File: src/rtl/burst_addr_pkg.sv
package burst_addr_pkg;

  // Strobes passed from control to datapath each cycle
  typedef struct packed {
    logic load;     // capture a fresh start address, restart the step count
    logic advance;  // move to the next burst position
  } stepCmd_t;

endpackage

File: src/rtl/burst_ctrl.sv
module burst_ctrl
  import burst_addr_pkg::*;
(
  input  logic     beginPrimary,
  input  logic     beginSecondary,
  input  logic     advanceN,
  output stepCmd_t cmd
);

  logic anyBegin;

  assign anyBegin = beginPrimary | beginSecondary;

  // A start strobe masks a simultaneous advance
  always_comb begin
    cmd.load    = anyBegin;
    cmd.advance = ~advanceN & ~anyBegin;
  end

endmodule

File: src/rtl/burst_datapath.sv
module burst_datapath
  import burst_addr_pkg::*;
#(
  parameter int ADDR_W     = 16,
  parameter int BURST_BITS = 2
) (
  input  logic              clk,
  input  logic              rstN,
  input  stepCmd_t          cmd,
  input  logic              orderSel,
  input  logic [ADDR_W-1:0] startAddr,
  output logic [ADDR_W-1:0] wordAddr
);

  localparam int UPPER_W = ADDR_W - BURST_BITS;

  logic [ADDR_W-1:0]     baseAddr;
  logic [BURST_BITS-1:0] stepCnt;
  logic [BURST_BITS-1:0] baseLow;
  logic [BURST_BITS-1:0] interOffset;
  logic [BURST_BITS-1:0] linearOffset;
  logic [BURST_BITS-1:0] lowOut;

  always_ff @(posedge clk) begin
    if (!rstN) begin
      baseAddr <= '0;
      stepCnt  <= '0;
    end else if (cmd.load) begin
      baseAddr <= startAddr;
      stepCnt  <= '0;
    end else if (cmd.advance) begin
      stepCnt  <= stepCnt + 1'b1;  // natural wrap after the last position
    end
  end

  assign baseLow = baseAddr[BURST_BITS-1:0];

  // Interleaved order: one XOR per offset bit
  for (genvar gi = 0; gi < BURST_BITS; gi++) begin : g_inter
    assign interOffset[gi] = baseLow[gi] ^ stepCnt[gi];
  end

  // Linear order: modulo add that wraps within the burst
  assign linearOffset = baseLow + stepCnt;

  assign lowOut   = orderSel ? interOffset : linearOffset;
  assign wordAddr = {baseAddr[ADDR_W-1:BURST_BITS], lowOut};

  // ---------------- assertions ----------------
  p_load_capture_r2: assert property (@(posedge clk) disable iff (!rstN)
    cmd.load |=> wordAddr == $past(startAddr));

  p_step_toggles_lsb_r3: assert property (@(posedge clk) disable iff (!rstN)
    cmd.advance |=> wordAddr[0] != $past(wordAddr[0]));

  p_linear_increment_r4: assert property (@(posedge clk) disable iff (!rstN)
    (cmd.advance && !orderSel) |=>
      wordAddr[BURST_BITS-1:0] == BURST_BITS'($past(wordAddr[BURST_BITS-1:0]) + 1'b1));

  p_hold_when_idle_r6: assert property (@(posedge clk) disable iff (!rstN)
    (!cmd.load && !cmd.advance) |=> $stable(wordAddr));

  p_upper_stable_r7: assert property (@(posedge clk) disable iff (!rstN)
    !cmd.load |=> wordAddr[ADDR_W-1:BURST_BITS] == $past(wordAddr[ADDR_W-1:BURST_BITS]));

  initial begin
    assert (UPPER_W > 0) else $error("address must be wider than the burst offset");
  end

endmodule

File: src/rtl/burst_addr_gen.sv
module burst_addr_gen
  import burst_addr_pkg::*;
#(
  parameter int ADDR_W     = 16,
  parameter int BURST_BITS = 2
) (
  input  logic              clk,
  input  logic              rstN,
  input  logic              orderSel,
  input  logic              beginPrimary,
  input  logic              beginSecondary,
  input  logic              advanceN,
  input  logic [ADDR_W-1:0] startAddr,
  output logic [ADDR_W-1:0] wordAddr
);

  stepCmd_t cmd;

  burst_ctrl ctrl_i (
    .beginPrimary   (beginPrimary),
    .beginSecondary (beginSecondary),
    .advanceN       (advanceN),
    .cmd            (cmd)
  );

  burst_datapath #(
    .ADDR_W     (ADDR_W),
    .BURST_BITS (BURST_BITS)
  ) dpath_i (
    .clk       (clk),
    .rstN      (rstN),
    .cmd       (cmd),
    .orderSel  (orderSel),
    .startAddr (startAddr),
    .wordAddr  (wordAddr)
  );

  // A start strobe must always win over an advance
  p_load_priority_r9: assert property (@(posedge clk) disable iff (!rstN)
    ((beginPrimary || beginSecondary) && !advanceN) |=> wordAddr == $past(startAddr));

endmodule

File: config.mk
export PLATFORM = sky130hd
export DESIGN_NAME = burst_addr_gen
export DESIGN_NICKNAME = d
export VERILOG_FILES = /design/src/rtl/burst_addr_pkg.sv /design/src/rtl/burst_ctrl.sv /design/src/rtl/burst_datapath.sv /design/src/rtl/burst_addr_gen.sv
export SDC_FILE = /design/constraint.sdc
export NUM_CORES = 1
export LEC_CHECK = 0
export ABC_AREA = 1
export BUFFER_PORTS_ARGS = -buffer_cell sky130_fd_sc_hd__buf_4
export CAP_MARGIN = 25
export CORE_UTILIZATION = 45
export DETAILED_ROUTE_END_ITERATION = 7
export GPL_ROUTABILITY_DRIVEN = 0
export PLACE_DENSITY = 0.72
export SLEW_MARGIN = 20
export SYNTH_ARGS = -nofsm -noshare
export SYNTH_HDL_FRONTEND = slang
export SYNTH_SLANG_ARGS = --single-unit
export TNS_END_PERCENT = 1
File: constraint.sdc
create_clock -name clk -period 1.27 [get_ports clk]
set_clock_uncertainty 0.2 [all_clocks]
set_input_delay 0.1905 -clock clk [delete_from_list [all_inputs] [get_ports clk]]
set_output_delay 0.1905 -clock clk [all_outputs]
set_load 0.005 [all_outputs]
Yosys cells after proc, flatten, opt, wreduce, memory -nomap -nowiden. Cells that the tools add are included. Widths: inputs -> output; s select.

Add/sub/neg operators: 2. Multiplexer cells: 1. Bitwise logic cells: 7. Reduce and logical (&&, ||, !) cells: 1.

Operators with widths (number): $not 1->1 (3); $add 2x1->2 const B (1); $add 2x2->2 (1); $mux 2 (1); $reduce_or 2->1 (1); $xor 1x1->1 (2); $and 1x1->1 (1); $or 1x1->1 (1).

Register bits after elaboration: 18. Input port bits: 22. Output and inout bits: 16. Logic and storage cells: 13.

Logic depth before layout (Yosys ltp).
Depth in word-level cells: 3. Depth in mapped cells: 6.

Hierarchy. A second synthesis with hierarchy kept.

Cell total of the unflattened synthesis: 112. Area, all modules: 824.5 sq um.

Modules (own cells, without submodules): burst_datapath (times used 1, cells each 107, area each 797.0 sq um); burst_ctrl (times used 1, cells each 5, area each 27.5 sq um).

Worst setup path before layout. No wires, ideal clock.

Path type: register -> output. From: register dpath_i.stepCnt[0]. To: output wordAddr[1]. Arrival: 741 ps. Required time: 879 ps. Setup slack: 138 ps. Stages on the path, launching flop included: 7. Cell sequence: dfxtp_1 -> ha_1 -> inv_1 -> nor2_1 -> nand3_1 -> nand2_1 -> inv_1.

Longest elaborated chain between the ends: 2.

Ends and longest elaborated chain: start, declared (RTL line burst_datapath.sv:18) `logic [BURST_BITS-1:0] stepCnt;`; start signal, assigned (RTL line burst_datapath.sv:32) `stepCnt <= stepCnt + 1'b1;`; $add 2x2->2 (RTL line burst_datapath.sv:44) `assign linearOffset = baseLow + stepCnt;`; $mux 2 (RTL line burst_datapath.sv:46) `assign lowOut = orderSel ? interOffset : linearOffset;`; end, declared (RTL line burst_addr_gen.sv:14) `output logic [ADDR_W-1:0] wordAddr`.

Every way passes these cells.

Final worst setup path. Ends and elaborated chain as after synthesis.

==> flow_summary.json <==
{
  "violations": "setup timing",
  "grt_pass1_wl_um": 3060,
  "power_density_nw_per_um2": 927,
  "intPower_mw": 0.868,
  "yosysTopAreaCell": "dfxtp_1",
  "netlist.area_leader.share_pct": 41.3,
  "slew_headroom_pct": 84.8,
  "start_util_pct": 49.4,
  "dr.pass1.iters": 4,
  "min-delay-start": "rstN",
  "synthesis.area_um2": 872,
  "finalHoldViolCount": 0,
  "htree_levels": 1,
  "ys_types": 17,
  "period_needed_ns": 1.55,
  "p_clk_share_pct": 23.8,
  "nets": 175,
  "required_ns": 0.88,
  "cts.sinks": 18,
  "endpoint_kind": "output pin",
  "final_area_um2": 1250,
  "numCtsBuffers": 3,
  "start_kind": "flip-flop",
  "clock_latency_ns": 0.28,
  "grt_use_total_pct": 20.2,
  "setup_slack_ns": -0.285,
  "final_common_cell": "buf_4",
  "ir_drop_mv": 0.851,
  "r2r_start": "dpath_i.stepCnt[0]$_SDFFE_PP0P_",
  "status": "finished with violations",
  "yosysSeqAreaShare_pct": 41.3,
  "crit_type": "flip-flop to output pin",
  "tns_ns": -0.379,
  "die_y_um": 46.0,
  "ant_nets": 0,
  "vias": 827,
  "critPathMaxFanout": 2,
  "antenna_found_initial": 0,
  "yosys_register_bits": 18,
  "die_width_um": 46.0,
  "clock_path_buffers": 2,
  "io_buffer_count": 37,
  "p_seq_share_pct": 54.0,
  "postPlaceCellArea_um2": 1030,
  "cts_tree": "yes",
  "pin_count": 38,
  "cap_violations": 0,
  "syn-num-nets": 135,
  "grt_max_degree": 18,
  "min_period_over_period_pct": 122,
  "drcViolationCount": 0,
  "power_frac_comb_pct": 22.2,
  "crit_arrival_ns": 1.16,
  "rsz0062_at_grt": "true",
  "clock-root-buffer": "clkbuf_4",
  "num_rows": 15,
  "setup_viol_count_final": 2,
  "diodes": 0,
  "routed_wl_um": 2000,
  "avgViaCountPerCell": 4.73,
  "synthCells": 112,
  "most-common-layout-cells": "buf_4 (36), nor2_1 (19), dlygate4sd3_1 (17)",
  "startpoint": "dpath_i.stepCnt[0]$_SDFFE_PP0P_",
  "worstMarginPinSlew_ns": 0.228,
  "post_cts_buffers": 0,
  "overflow": 0,
  "cts.clk_slew.worst_paths_ns": 0.09,
  "max_freq_mhz": 643,
  "core_um2": 1760,
  "slew_viol_final": 0,
  "wire_per_inst_um": 11.4,
  "p_leak_nw": 0.577,
  "drt_iter0_drc": 10,
  "power.switching_mw": 0.290,
  "ys_warn_count": 0,
  "dp_hpwl_um": 1170,
  "grt_pass1_vias": 732,
  "synthToLayoutAreaGrowth_pct": 43.3,
  "min_path_type": "input port to flip-flop",
  "ys_top_cells_by_area": "dfxtp_1 (41%), buf_4 (13%), nor3_1 (9.2%), o21ai_0 (9.2%), nor2_1 (8.6%)",
  "swShare_pct": 25.1,
  "post_synth.cell_area_avg_um2": 7.79,
  "drive_gt1_share_pct": 32.7,
  "dieArea_um2": 2120
}
==> flip-flops by register name, summed over array words and instances, names as in the netlist <==
name              flops
dpath_i.baseAddr     16
dpath_i.stepCnt       2
==> worst paths after layout <==
check             depth (start not counted)                          endpoint  slack (ns)
setup / recovery                          7                       wordAddr[1]       -0.28
hold / removal                            3  dpath_i.baseAddr[0]$_SDFFE_PN0P_        0.03
setup reg to reg                          6   dpath_i.stepCnt[1]$_SDFFE_PP0P_        0.18
hold reg to reg                           2  dpath_i.baseAddr[8]$_SDFFE_PN0P_        0.30
==> final cells by class <==
type	instances	area, um^2
fill	157	514
timing repair buffer	55	463
sequential	18	363
multi-input combinational	67	344
tap	25	31.3
inverter	7	26.3
clock buffer	3	22.5
==> cells by family (layout without fill, tap and decap cells) <==
family	Yosys count	count (layout)	synth area share, %
adder cells (fa/ha/maj)	1	1	1.43
AND/OR/NAND/NOR	49	49	26.5
AO/OA/AOI/OAI	17	17	9.76
flip-flops	18	18	41.3
buffers and inverters	27	65	20.9
==> worst max-delay path, stage by stage (launching register included) <==
cell     delay, ns
dfxtp_2       0.37
ha_4          0.14
inv_2         0.03
nor2_1        0.08
nand3_1       0.07
nand2_1       0.06
inv_1         0.04
buf_6         0.10
==> synthesized netlist by cell type <==
cell / number
buf_4: 15
nand2_2: 1
buf_8: 1
buf_6: 1
o21ai_1: 1
nor2_8: 1
buf_2: 2
nand3_1: 2
nor2_1: 20
o21ai_0: 16
nor3_1: 16
clkbuf_4: 1
nor3_2: 1
ha_1: 1
inv_1: 7
nand2_1: 8
dfxtp_1: 18
==> layer usage <==
layer | up-vias | global-route usage [%] | share of wire (%)
met4 | 0 | 1.76 | 0
met5 | - | 0 | 0
li1 | 426 | - | -
met1 | 377 | 22.3 | 43
met2 | 24 | 38.6 | 52
met3 | 0 | 6.35 | 4.4
==> power by group through the flow <==
stage,clock network [mW],registers (mW),logic (mW)
5_1_grt,0.301,0.630,0.282
6_report,0.276,0.626,0.257
4_1_cts,0.281,0.625,0.251
2_1_floorplan,0,0.631,0.141
3_3_place_gp,0,0.634,0.202
3_5_place_dp,0,0.636,0.205
==> repair_timing <==
item,4_1_cts,5_1_grt
gates resized for setup,4,3
pin swaps,0,0
hold buffers,17,0
endpoints found under the setup margin,2,3
endpoints found under the hold margin,17,0
==> per-stage QoR <==
stage / util [%] / hold WS, ns / cells / worst slack (ns) / total power [mW]
after floorplan: - / 0.126 / 112 / 0.138 / 0.772
after global placement: 58.5 / 0.234 / 155 / 0.0320 / 0.836
after detailed placement: 58.5 / 0.239 / 155 / -0.00451 / 0.841
after CTS: 70.5 / 0.0218 / 175 / -0.304 / 1.16
after global routing: 70.9 / 0.0264 / 175 / -0.339 / 1.21
final: 70.9 / 0.0284 / 175 / -0.285 / 1.16
Note: power is estimated with default switching activity, not from simulation.
